[src/rtl/thr_irq_pkg.sv]
// Package: shared mode codes and widths for the threshold interrupt pin controller.
// Assumes: mode codes are one-hot, and all codes not listed here count as "off".
package thr_irq_pkg;
    typedef enum logic [2:0] {
        PIN_OFF  = 3'b000,
        PIN_WAKE = 3'b001,
        PIN_CMP  = 3'b010,
        PIN_DRDY = 3'b100
    } pin_mode_e;

    localparam int MODE_W = 3;
    localparam int NUM_THR = 2;   // index 0 = upper, index 1 = lower
endpackage

[src/rtl/thr_stage.sv]
// Module: thr_stage
// Two-byte threshold register. The low byte goes to a holding buffer and the
// high-byte write commits both halves at once.
// Assumes: W is even, and the write strobes are single-cycle pulses.
module thr_stage #(
    parameter int            W       = 16,
    parameter logic [W-1:0]  RST_VAL = '0
) (
    input  logic             clk,
    input  logic             rst_n,
    input  logic             lsb_we,
    input  logic             msb_we,
    input  logic [W/2-1:0]   wdata,
    output logic [W-1:0]     active
);
    localparam int HW = W / 2;

    logic [HW-1:0] stage_q;

    // Holding buffer for the low byte
    always_ff @(posedge clk) begin
        if (!rst_n)      stage_q <= RST_VAL[HW-1:0];
        else if (lsb_we) stage_q <= wdata;
    end

    // Active threshold, updated only by the high-byte write
    always_ff @(posedge clk) begin
        if (!rst_n)      active <= RST_VAL;
        else if (msb_we) active <= {wdata, stage_q};
    end

    AST_STAGE_ONLY: assert property (@(posedge clk) disable iff (!rst_n)
        !msb_we |=> $stable(active));

    AST_COMMIT_PAIR: assert property (@(posedge clk) disable iff (!rst_n)
        (msb_we && !lsb_we) |=> active == {$past(wdata), $past(stage_q)});
endmodule

[src/rtl/thr_hyst_cmp.sv]
// Module: thr_hyst_cmp
// Hysteresis comparator and wake-up latch. Both are updated on each valid
// sample.
// Assumes: when thr_hi < thr_lo and a sample meets both conditions, the
// upper condition wins.
module thr_hyst_cmp #(
    parameter int W = 16
) (
    input  logic         clk,
    input  logic         rst_n,
    input  logic         smp_vld,
    input  logic [W-1:0] smp_data,
    input  logic [W-1:0] thr_hi,
    input  logic [W-1:0] thr_lo,
    input  logic         wake_en,
    input  logic         wake_clr,
    output logic         cmp_q,
    output logic         wake_q
);
    logic above_hi;
    logic below_lo;

    // Strict compares against the active thresholds
    always_comb begin
        above_hi = smp_data > thr_hi;
        below_lo = smp_data < thr_lo;
    end

    // Comparator state with a dead band between the thresholds
    always_ff @(posedge clk) begin
        if (!rst_n)                     cmp_q <= 1'b0;
        else if (smp_vld && above_hi)   cmp_q <= 1'b1;
        else if (smp_vld && below_lo)   cmp_q <= 1'b0;
    end

    // Wake latch: armed only in wake mode, cleared by leaving that mode
    always_ff @(posedge clk) begin
        if (!rst_n)                                wake_q <= 1'b0;
        else if (wake_clr)                         wake_q <= 1'b0;
        else if (smp_vld && wake_en && above_hi)   wake_q <= 1'b1;
    end

    AST_CMP_RISE: assert property (@(posedge clk) disable iff (!rst_n)
        (smp_vld && smp_data > thr_hi) |=> cmp_q);

    AST_CMP_BAND: assert property (@(posedge clk) disable iff (!rst_n)
        (!smp_vld || (smp_data <= thr_hi && smp_data >= thr_lo)) |=> $stable(cmp_q));

    AST_WAKE_STICKY: assert property (@(posedge clk) disable iff (!rst_n)
        (wake_q && !wake_clr) |=> wake_q);

    AST_WAKE_ARM: assert property (@(posedge clk) disable iff (!rst_n)
        (!wake_q && !wake_en) |=> !wake_q);
endmodule

[src/rtl/drdy_seq.sv]
// Module: drdy_seq
// Data-ready sequencer. It keeps the unread flag, the held-level request and
// the fixed-length pulse timer.
// Assumes: rd_start is a one-cycle strobe. A sample in the same cycle as
// rd_start counts as overlapping the read and keeps the flag set.
module drdy_seq #(
    parameter int PULSE_CYC = 4,
    parameter int RD_WIN    = 8
) (
    input  logic clk,
    input  logic rst_n,
    input  logic smp_vld,
    input  logic rd_start,
    output logic flag_q,
    output logic drdy_act
);
    localparam int PW = $clog2(PULSE_CYC + 1);
    localparam int WW = $clog2(RD_WIN + 1);

    logic          hold_q;
    logic [PW-1:0] pcnt_q;
    logic [WW-1:0] wcnt_q;
    logic          overlap;

    // A read is in progress on its start cycle and for RD_WIN cycles after it
    always_comb overlap = rd_start || (wcnt_q != '0);

    // Read window counter
    always_ff @(posedge clk) begin
        if (!rst_n)              wcnt_q <= '0;
        else if (rd_start)       wcnt_q <= WW'(RD_WIN);
        else if (wcnt_q != '0)   wcnt_q <= wcnt_q - 1'b1;
    end

    // Unread flag: set by a sample, cleared by a read start
    always_ff @(posedge clk) begin
        if (!rst_n)          flag_q <= 1'b0;
        else if (smp_vld)    flag_q <= 1'b1;
        else if (rd_start)   flag_q <= 1'b0;
    end

    // Held level for a clean sample, released by a read start
    always_ff @(posedge clk) begin
        if (!rst_n)          hold_q <= 1'b0;
        else if (smp_vld)    hold_q <= !(overlap || flag_q);
        else if (rd_start)   hold_q <= 1'b0;
    end

    // Pulse timer for samples that overlap a read or find unread data
    always_ff @(posedge clk) begin
        if (!rst_n)                         pcnt_q <= '0;
        else if (smp_vld && (overlap || flag_q)) pcnt_q <= PW'(PULSE_CYC);
        else if (smp_vld)                   pcnt_q <= '0;
        else if (pcnt_q != '0)              pcnt_q <= pcnt_q - 1'b1;
    end

    // Pin request from either source
    always_comb drdy_act = hold_q || (pcnt_q != '0);

    AST_PULSE_COUNT: assert property (@(posedge clk) disable iff (!rst_n)
        (pcnt_q != '0 && !smp_vld) |=> pcnt_q == $past(pcnt_q) - 1'b1);

    AST_READ_CLEARS: assert property (@(posedge clk) disable iff (!rst_n)
        (rd_start && !smp_vld) |=> (!flag_q && !hold_q));

    AST_SAMPLE_FLAGS: assert property (@(posedge clk) disable iff (!rst_n)
        smp_vld |=> flag_q);
endmodule

[src/rtl/thr_irq_ctrl.sv]
// Module: thr_irq_ctrl (top)
// Threshold interrupt pin controller. It holds the mode code and the two
// staged thresholds, the comparator/wake logic and the data-ready sequencer.
// It drives the active-low pin and builds the status byte.
// Assumes: one sample at most per cycle, and single-cycle write strobes that
// share wr_data.
module thr_irq_ctrl
    import thr_irq_pkg::*;
#(
    parameter int DATA_W    = 16,
    parameter int PULSE_CYC = 4,
    parameter int RD_WIN    = 8
) (
    input  logic              clk,
    input  logic              rst_n,
    input  logic              smp_vld,
    input  logic [DATA_W-1:0] smp_data,
    input  logic              osc_dead,
    input  logic [DATA_W/2-1:0] wr_data,
    input  logic              hi_lsb_we,
    input  logic              hi_msb_we,
    input  logic              lo_lsb_we,
    input  logic              lo_msb_we,
    input  logic              mode_we,
    input  logic              rd_start,
    output logic              irq_n,
    output logic [7:0]        status,
    output logic [DATA_W-1:0] thr_hi,
    output logic [DATA_W-1:0] thr_lo
);
    localparam logic [DATA_W-1:0] HI_RST = '1;
    localparam logic [DATA_W-1:0] LO_RST = '0;

    logic [MODE_W-1:0] mode_q;
    logic [DATA_W-1:0] thr_q [NUM_THR];
    logic [NUM_THR-1:0] lsb_we_v;
    logic [NUM_THR-1:0] msb_we_v;
    logic cmp_q, wake_q, flag_q, drdy_act;
    logic wake_clr;

    // Gather the per-threshold strobes into vectors
    always_comb begin
        lsb_we_v = {lo_lsb_we, hi_lsb_we};
        msb_we_v = {lo_msb_we, hi_msb_we};
    end

    // Mode code register, low bits of the write byte
    always_ff @(posedge clk) begin
        if (!rst_n)       mode_q <= PIN_OFF;
        else if (mode_we) mode_q <= wr_data[MODE_W-1:0];
    end

    // Leaving wake-up mode through a write clears the wake latch
    always_comb wake_clr = mode_we && (wr_data[MODE_W-1:0] != PIN_WAKE);

    for (genvar g = 0; g < NUM_THR; g++) begin : g_thr
        thr_stage #(
            .W       (DATA_W),
            .RST_VAL ((g == 0) ? HI_RST : LO_RST)
        ) u_stage (
            .clk    (clk),
            .rst_n  (rst_n),
            .lsb_we (lsb_we_v[g]),
            .msb_we (msb_we_v[g]),
            .wdata  (wr_data),
            .active (thr_q[g])
        );
    end

    // Publish the active thresholds
    always_comb begin
        thr_hi = thr_q[0];
        thr_lo = thr_q[1];
    end

    thr_hyst_cmp #(.W(DATA_W)) u_cmp (
        .clk      (clk),
        .rst_n    (rst_n),
        .smp_vld  (smp_vld),
        .smp_data (smp_data),
        .thr_hi   (thr_q[0]),
        .thr_lo   (thr_q[1]),
        .wake_en  (mode_q == PIN_WAKE),
        .wake_clr (wake_clr),
        .cmp_q    (cmp_q),
        .wake_q   (wake_q)
    );

    drdy_seq #(.PULSE_CYC(PULSE_CYC), .RD_WIN(RD_WIN)) u_drdy (
        .clk      (clk),
        .rst_n    (rst_n),
        .smp_vld  (smp_vld),
        .rd_start (rd_start),
        .flag_q   (flag_q),
        .drdy_act (drdy_act)
    );

    // Pin selection: one source per legal code, idle high otherwise
    always_comb begin
        case (mode_q)
            PIN_WAKE: irq_n = !wake_q;
            PIN_CMP:  irq_n = !cmp_q;
            PIN_DRDY: irq_n = !drdy_act;
            default:  irq_n = 1'b1;
        endcase
    end

    // Status byte with active-low flags
    always_comb status = {osc_dead, !flag_q, !wake_q, !cmp_q, 4'b0000};

    AST_PIN_IDLE: assert property (@(posedge clk) disable iff (!rst_n)
        (mode_q != PIN_WAKE && mode_q != PIN_CMP && mode_q != PIN_DRDY) |-> irq_n);

    AST_WAKE_PIN: assert property (@(posedge clk) disable iff (!rst_n)
        (mode_q == PIN_WAKE && !mode_we && !irq_n) |=> !irq_n);
endmodule

[config.mk]
export PLATFORM = sky130hd
export DESIGN_NAME = thr_irq_ctrl
export DESIGN_NICKNAME = d
export VERILOG_FILES = /design/src/rtl/thr_irq_pkg.sv /design/src/rtl/thr_stage.sv /design/src/rtl/thr_hyst_cmp.sv /design/src/rtl/drdy_seq.sv /design/src/rtl/thr_irq_ctrl.sv
export SDC_FILE = /design/constraint.sdc
export NUM_CORES = 1
export LEC_CHECK = 0
export BUFFER_PORTS_ARGS = -buffer_cell sky130_fd_sc_hd__buf_4
export CORE_ASPECT_RATIO = 0.9
export CORE_MARGIN = 4
export CORE_UTILIZATION = 57
export CTS_BUF_LIST = sky130_fd_sc_hd__clkbuf_4 sky130_fd_sc_hd__clkbuf_8
export DETAILED_ROUTE_END_ITERATION = 16
export PLACE_DENSITY = 0.84
export SYNTH_ARGS = -nofsm -noshare
export SYNTH_HDL_FRONTEND = slang
export SYNTH_SLANG_ARGS = --single-unit
[constraint.sdc]
create_clock -name clk -period 3.9 [get_ports clk]
set_input_delay 0.195 -clock clk [delete_from_list [all_inputs] [get_ports clk]]
set_output_delay 0.195 -clock clk [all_outputs]
set_load 0.01 [all_outputs]
# Word level (Yosys, flattened, before mapping)
# Index checks and enable logic that the tools add are counted.
# totals
reg_bits	62
inputBits	34
elab_cells	56
# op_classes
addsub	2
magnitude_cmp	2
eq_ne	4
muxes	11
bitwise_logic	1
reduce_logical	23
# op_table
cell	count
16-bit greater-than comparator	1
16-bit less-than comparator	1
3-bit two-way mux	3
4-bit two-way mux	2
1-bit logical AND	6
2-bit nonzero test	3
3-bit nonzero test	2
1-bit logical NOT	5
1-bit two-way mux	5
4-bit nonzero test	1
2-bit OR reduction	2
4-bit by 1-bit subtractor with 4-bit output, second input constant	1
3-bit by 1-bit == test with 1-bit output, second input constant	1
3-bit by 2-bit == test with 1-bit output, second input constant	1
3-bit == test, second input constant	1
1-bit logical OR	3
3-bit by 1-bit inequality test with 1-bit output, second input constant	1
1-bit case mux with 3 select lines	1
3-bit OR reduction	1
3-bit by 1-bit subtractor with 3-bit output, second input constant	1
1-bit NOT	1

# Longest topological paths before layout
# Gate-level depths: netlist (run 1).
# logic_depth
depth_word	5
ltp_mapped	7

# Modules after synthesis
# A second synthesis (run 1) with hierarchy kept.
# unflattened
hier_cells	350
area_unflattened_um2	3330.7
# by_module_without_submodules
module	n_inst	cells_each	area_each_um2
thr_stage at g_thr[1].u_stage	1	77	917.1
thr_stage at g_thr[0].u_stage	1	77	859.6
thr_hyst_cmp	1	121	855.8
drdy_seq	1	50	470.5
thr_irq_ctrl	1	25	227.7

# Worst setup path before layout (run 1)
# OpenSTA, ideal clock, no wires.
# synth_timing
kind	reg2reg
start	register g_thr[0].u_stage.active[14]
end	register u_cmp.wake_q
setup_time_ps	122
arrival_ps	1491
t_required_ps	3778
path_slack_ps	2287
stages_incl_launch_ff	8
n_path_buf	0
synth_period_minus_slack_ps	1613
path_cell_list	dfxtp_1 > inv_1 > ha_1 > a21oi_1 > nand2_1 > a221o_1 > a211oi_2 > o21ai_1
# synth_between
elab_chain_len	2
# synth_lines
element	line	rtl
start: declaration	thr_stage.sv:14	output logic [W-1:0] active
start signal: assignment	thr_stage.sv:29	else if (msb_we) active <= {wdata, stage_q};
16-bit greater-than comparator	thr_hyst_cmp.sv:25	above_hi = smp_data > thr_hi;
1-bit logical AND	thr_hyst_cmp.sv:40	else if (smp_vld && wake_en && above_hi) wake_q <= 1'b1;
end signal: assignment	thr_hyst_cmp.sv:38	if (!rst_n) wake_q <= 1'b0;
end signal: assignment	thr_hyst_cmp.sv:39	else if (wake_clr) wake_q <= 1'b0;
end signal: assignment	thr_hyst_cmp.sv:40	
end: declaration	thr_hyst_cmp.sv:18	output logic wake_q
# Every way passes these cells.
# A chain may end at the register's enable or synchronous reset.

# Worst setup path in the final report (run 1)
# layout_timing
start	register u_drdy.pcnt_q[0]
end	output irq_n
# layout_between
elab_chain_len	4
# layout_lines
element	line	rtl
start: declaration	drdy_seq.sv:21	logic [PW-1:0] pcnt_q;
start signal: assignment	drdy_seq.sv:52	else if (smp_vld && (overlap || flag_q)) pcnt_q <= PW'(PULSE_CYC);
start signal: assignment	drdy_seq.sv:54	else if (pcnt_q != '0) pcnt_q <= pcnt_q - 1'b1;
3-bit nonzero test	drdy_seq.sv:58	always_comb drdy_act = hold_q || (pcnt_q != '0);
1-bit logical OR	drdy_seq.sv:58	
1-bit logical NOT	thr_irq_ctrl.sv:103	PIN_DRDY: irq_n = !drdy_act;
1-bit case mux with 3 select lines	thr_irq_ctrl.sv:100	case (mode_q)
end: declaration	thr_irq_ctrl.sv:26	output logic irq_n,
# Every way passes these cells.

==> results of run 1 <==
[cell families (layout without fill, tap and decap cells)]
logic type	count (synthesis)	count (layout)	synth area share [%]
AO/OA/AOI/OAI	53	53	11.7
XOR/XNOR	3	3	0.809
AND/OR/NAND/NOR	101	101	16.1
other	1	4	0.115
flip-flops	62	62	38.2
multiplexers	36	36	11.1
buffers and inverters	63	128	8.05
adder cells (fa/ha/maj)	36	36	13.9
[registers in the layout, indices dropped and copies added (netlist names)]
signal,cells
u_drdy.pcnt_q,3
g_thr.u_stage.active,32
u_drdy.hold_q,1
u_cmp.wake_q,1
mode_q,3
u_drdy.wcnt_q,4
u_cmp.cmp_q,1
u_drdy.flag_q,1
g_thr.u_stage.stage_q,16
[cells in the mapped netlist, drive strengths merged (2+ instances only)]
cell	n
clkbuf	9
or3	2
nand2b	4
xor2	2
inv	44
ha	36
nor3	3
a211oi	2
a21o	2
dfxtp	62
nor2	12
o211ai	16
buf	10
o21ai	5
nand3	3
a21oi	17
nand4	4
nand2	41
nor2b	28
o21a	3
mux2i	36
[metal layers]
metal | global-route usage, % | up-vias | part of all wire, %
met3 | 6.91 | 18 | 8.4
met5 | 0 | - | 0
met1 | 28.8 | 1218 | 44
met2 | 36.2 | 92 | 45
met4 | 10.4 | 0 | 2.8
li1 | - | 1313 | -
[final cells by class]
type	instances	area share [%]
Multi-Input combinational cell	233	43.8
Sequential cell	62	31.0
Timing Repair Buffer	68	12.7
Inverter	44	4.12
Clock buffer	11	3.62
Clock inverter	5	2.65
Tap cell	67	2.09
[report_power, final]
group	switching (uW)	leakage [uW]	internal, uW	total, uW
Clock	252	0.000123	450	702
Sequential	25.3	0.000512	673	699
Combinational	156	0.00130	136	292
Total	433	0.00193	1260	1690
[critical path, stage by stage (launching register included)]
cell	delay (ns)
dfxtp_1	0.32
inv_1	0.06
ha_1	0.18
ha_1	0.24
inv_1	0.09
o211ai_1	0.19
a21oi_1	0.09
a21oi_1	0.16
buf_4	0.15
[how the worst max path moves through the flow]
stage,start,end,slack [ns]
2_1_floorplan,g_thr[0].u_stage.active[14],u_cmp.wake_q,2.29
3_3_place_gp,g_thr[0].u_stage.active[13],u_cmp.cmp_q,2.27
3_5_place_dp,g_thr[1].u_stage.active[13],u_cmp.cmp_q,2.21
4_1_cts,u_drdy.pcnt_q[0],irq_n,1.88
5_1_grt,u_drdy.pcnt_q[0],irq_n,1.70
6_report,u_drdy.pcnt_q[0],irq_n,1.90
[stage by stage]
step / power, uW / hold slack [ns]
2_1_floorplan: 894 / 0.319
3_3_place_gp: 989 / 0.390
3_5_place_dp: 1000 / 0.390
4_1_cts: 1700 / 0.0887
5_1_grt: 1770 / 0.102
6_report: 1690 / 0.102
[cells in the final DEF, fill, tap and decap left out, types with 2 or more instances in the layout]
cell and instances:
a21o_1 2, a21oi_1 17, buf_4 68, bufinv_16 3, clkbuf_8 10, conb_1 4
dfxtp_1 62, ha_1 36, inv_1 44, mux2i_1 36, nand2_1 41, nand2b_1 2
nand3_1 3, nand4_1 4, nor2_1 12, nor2b_1 28, nor3_1 2, o211ai_1 16
o21a_1 3, o21ai_0 4, or3_1 2, xor2_1 2
==> impl_metrics.tcl, run 1 <==
set metrics [dict create \
    final_util_pct 74.5 \
    ctsHoldBuffers 0 \
    fmax_ghz 0.501 \
    path_max_fanout 4 \
    power_density_nw_per_um2 422 \
    p_leak_uw 0.00193 \
    multi_input_area_sq_um 1760 \
    routedWlPerCell_microns 15.6 \
    diodes 0 \
    fp.dieH_microns 79.6 \
    die_x_microns 87.6 \
    core-area_sq_um 5380 \
    layoutNonFillerInstCount 490 \
    place_inst 474 \
    drc_errors 0 \
    r2r_end "u_cmp.cmp_q" \
    tns_ns 0 \
    nNetsFinal 488 \
    vias 2641 \
    synthCells 355 \
    gp_congestion 0.870 \
    insertion_delay_ns 0.34 \
    rows 25 \
    critPathKind "register to primary output" \
    skew_ns 0.00653 \
    drv_slew 0 \
    clock-sinks 62 \
    fin_crit_sh_pct 51.2 \
    area_growth_pct 23.4 \
    cts_buffers 9 \
    ys_seq_elements 62 \
    hp-class "input port to register" \
    maxCapViolCount 0 \
    root_buffer "clkbuf_8" \
    clockBufferDepth 2 \
    postCtsSetupBuffers 0 \
    r2r_start "g_thr[0].u_stage.active[7]" \
    ant_nets 0 \
    worst_slew_pin_slew_ns 0.547 \
    io_pins 75 \
    synth_top_area_share_pct 38.2 \
    synth.avg_cell_area_sq_um 9.15 \
    regArea_sq_um 1240 \
    detail_route.first_pass.iterations 4 \
    synthesis.area_sq_um 3250 \
    synthTopCellsByArea "dfxtp_1 (38%), ha_1 (14%), mux2i_1 (11%)" \
    grt_max_degree 61 \
    ys.warnings.count 0 \
    dpl_cell_area_sq_um 3760 \
    start_util_pct 60.3 \
    drive_above_1_share_pct 21.7 \
    rrSetupSlack_ns 2.16 \
    ys_seq_area_share_pct 38.2 \
    clk_pin_slew_ns 0.07 \
    setup_viol 0 \
    antenna_found_initial 0 \
    min_to "g_thr[0].u_stage.active[13]" \
    yosysTopAreaCell "dfxtp_1" \
    design_area_sq_um 4010 \
    vias_per_cell 5.39 \
    cts_resized 0 \
    overflow 0 \
    post-place-ws_ns 2.21 \
    end_kind "primary output" \
    setup_ws_ns 1.90 \
    synthFlopType "dfxtp_1" \
    drt_iter0_drc 140 \
    portBuffers 68 \
    hold_viol 0 \
    dp_hpwl_microns 5670 \
    cts_tree "yes" \
    dieArea_sq_um 6970 \
    reg2reg_depth 7 \
    start_kind "register" \
    htreeDepth 3 \
    hold_depth 3 \
    critPathArrivalTime_ns 1.80 \
    grt_pass1_wl_microns 12400 \
    hp-start "wr_data[5]" \
    routed_wl_microns 7660 \
    rsz0062_at_grt "no" \
    fill_cells 389 \
    grt_pass1_vias 2677 \
    fin_crit_ns 2.00 \
    async_flop_share_pct 0 \
    synth_edf_count 0 \
    grt_usage_pct 23.0 \
    max-vdd-ir-drop_mv 0.292 \
    ys_types 41 \
    max_slew_margin_pct 63.5 \
    cp_data_required_time_ns 3.70 \
    status "complete, no violations" \
]
(Power assumes the default switching activity.)
==> inputs of run 2 (changes only) <==
CORE_UTILIZATION = 56   (was 57)
PLACE_DENSITY = 0.82   (was 0.84)
clock period = 1.9 ns   (was 3.9 ns; I/O delays follow)
==> impl_metrics.tcl, run 2 (synthesized netlist as in run 1, its figures left out) <==
set metrics [dict create \
    skew_ns 0.0126 \
    cts_tree "yes" \
    switchingPower_uw 886 \
    postCtsSetupBuffers 0 \
    diodes 0 \
    fin_crit_sh_pct 94.7 \
    path_max_fanout 4 \
    nNetsFinal 489 \
    drive_above_1_share_pct 22.6 \
    htreeDepth 3 \
    start_util_pct 57.4 \
    rrSetupSlack_ns 0.11 \
    fp.dieH_microns 80.2 \
    cp_data_required_time_ns 1.80 \
    max-vdd-ir-drop_mv 0.483 \
    clock-sinks 62 \
    p_sw_share_pct 25.9 \
    antenna_found_initial 0 \
    end_kind "primary output" \
    die_x_microns 88.3 \
    drc_errors 0 \
    area_growth_pct 24.2 \
    fin_crit_ns 1.80 \
    tns_ns 0 \
    setup_ws_ns 0.101 \
    regMostFlops "g_thr.u_stage.active" \
    power_density_nw_per_um2 847 \
    seqPwrFrac_pct 42.0 \
    hold_viol 0 \
    timing.hold.ws_ns 0.00927 \
    drt_iter0_drc 114 \
    routedWlPerCell_microns 15.8 \
    largest_reg_flops 32 \
    rsz0062_at_grt "no" \
    clkPwrFrac_pct 40.0 \
    dp_hpwl_microns 5600 \
    ant_nets 0 \
    clk_pin_slew_ns 0.07 \
    grt_max_degree 38 \
    fmax_ghz 0.556 \
    clockBufferDepth 2 \
    critPathKind "register to primary output" \
    comb_power_share_pct 18.0 \
    hp-class "input port to register" \
    core-area_sq_um 5660 \
    rows 26 \
    io_pins 75 \
    vias 2626 \
    routed_wl_microns 7820 \
    start_kind "register" \
    internal_power_uw 2530 \
    portBuffers 68 \
    root_buffer "clkbuf_8" \
    insertion_delay_ns 0.34 \
    status "complete, no violations" \
    post-place-ws_ns 0.195 \
    mostFrequentLayoutCells "buf_4 (69), dfxtp_1 (62), inv_1 (44)" \
    final_common_cell "buf_4" \
    largest_registers "g_thr.u_stage.active x32, g_thr.u_stage.stage_q x16, u_drdy.wcnt_q x4" \
    detail_route.first_pass.iterations 4 \
    grt_usage_pct 23.6 \
    grt_pass1_wl_microns 12700 \
    grt_pass1_vias 2644 \
    gp_congestion 0.828 \
    maxCapViolCount 0 \
    overflow 0 \
    dieArea_sq_um 7080 \
    ctsHoldBuffers 0 \
    critPathArrivalTime_ns 1.70 \
    cts_buffers 9 \
    setup_viol 0 \
    p_leak_uw 0.00194 \
    drv_slew 0 \
    vias_per_cell 5.32 \
]
run 2: critical path, stage by stage, from the launching register on:
cell,delay [ns]
dfxtp_1,0.32
inv_1,0.09
ha_4,0.16
ha_4,0.14
inv_1,0.07
o211ai_1,0.17
a21oi_1,0.08
a21oi_1,0.17
buf_4,0.17
run 2: worst paths after layout:
kind,from,end,depth (start not counted)
min,rd_start,u_drdy.wcnt_q[3],2
max reg2reg,g_thr[0].u_stage.active[14],u_cmp.wake_q,7
max,u_drdy.pcnt_q[1],irq_n,8
min reg2reg,g_thr[0].u_stage.stage_q[1],g_thr[0].u_stage.active[1],2
run 2: power groups by stage:
| stage | combinational (uW) | clock [uW] | sequential, uW |
|---|---|---|---|
| final | 616 | 1370 | 1440 |
| after global placement | 573 | 0 | 1460 |
| after floorplan | 366 | 0 | 1470 |
| after detailed placement | 592 | 0 | 1460 |
| after global routing | 690 | 1450 | 1440 |
| after CTS | 604 | 1390 | 1430 |
run 2: per-stage QoR:
stage	instances	total power, uW	util [%]	area, sq um
after global placement	478	2030	66.6	3770
after CTS	494	3430	70.8	4010
after detailed placement	478	2050	66.6	3770
after global routing	494	3580	71.3	4030
final	494	3420	71.3	4030
after floorplan	358	1840	-	3260
run 2: final cells by class:
| class | instances | area (sq um) |
|---|---|---|
| Clock buffer | 13 | 173 |
| Sequential cell | 62 | 1240 |
| Tap cell | 70 | 87.6 |
| Fill cell | 446 | 1630 |
| Timing Repair Buffer | 69 | 518 |
| Inverter | 44 | 165 |
| Multi-Input combinational cell | 233 | 1780 |
| Clock inverter | 3 | 65.1 |
run 2: routing by layer:
layer,track usage [%],share of wire (%),up-vias
met3,4.21,5.6,14
met5,0,0,-
met2,37.1,47,80
li1,-,-,1315
met4,10.3,2.1,0
met1,31.4,45,1217
run 2: what timing repair did:
item / 4_1_cts / 5_1_grt
setup endpoints to repair: 1 / 3
resized for setup: 1 / 5
hold endpoints to repair: 0 / 0
pin swaps: 0 / 4
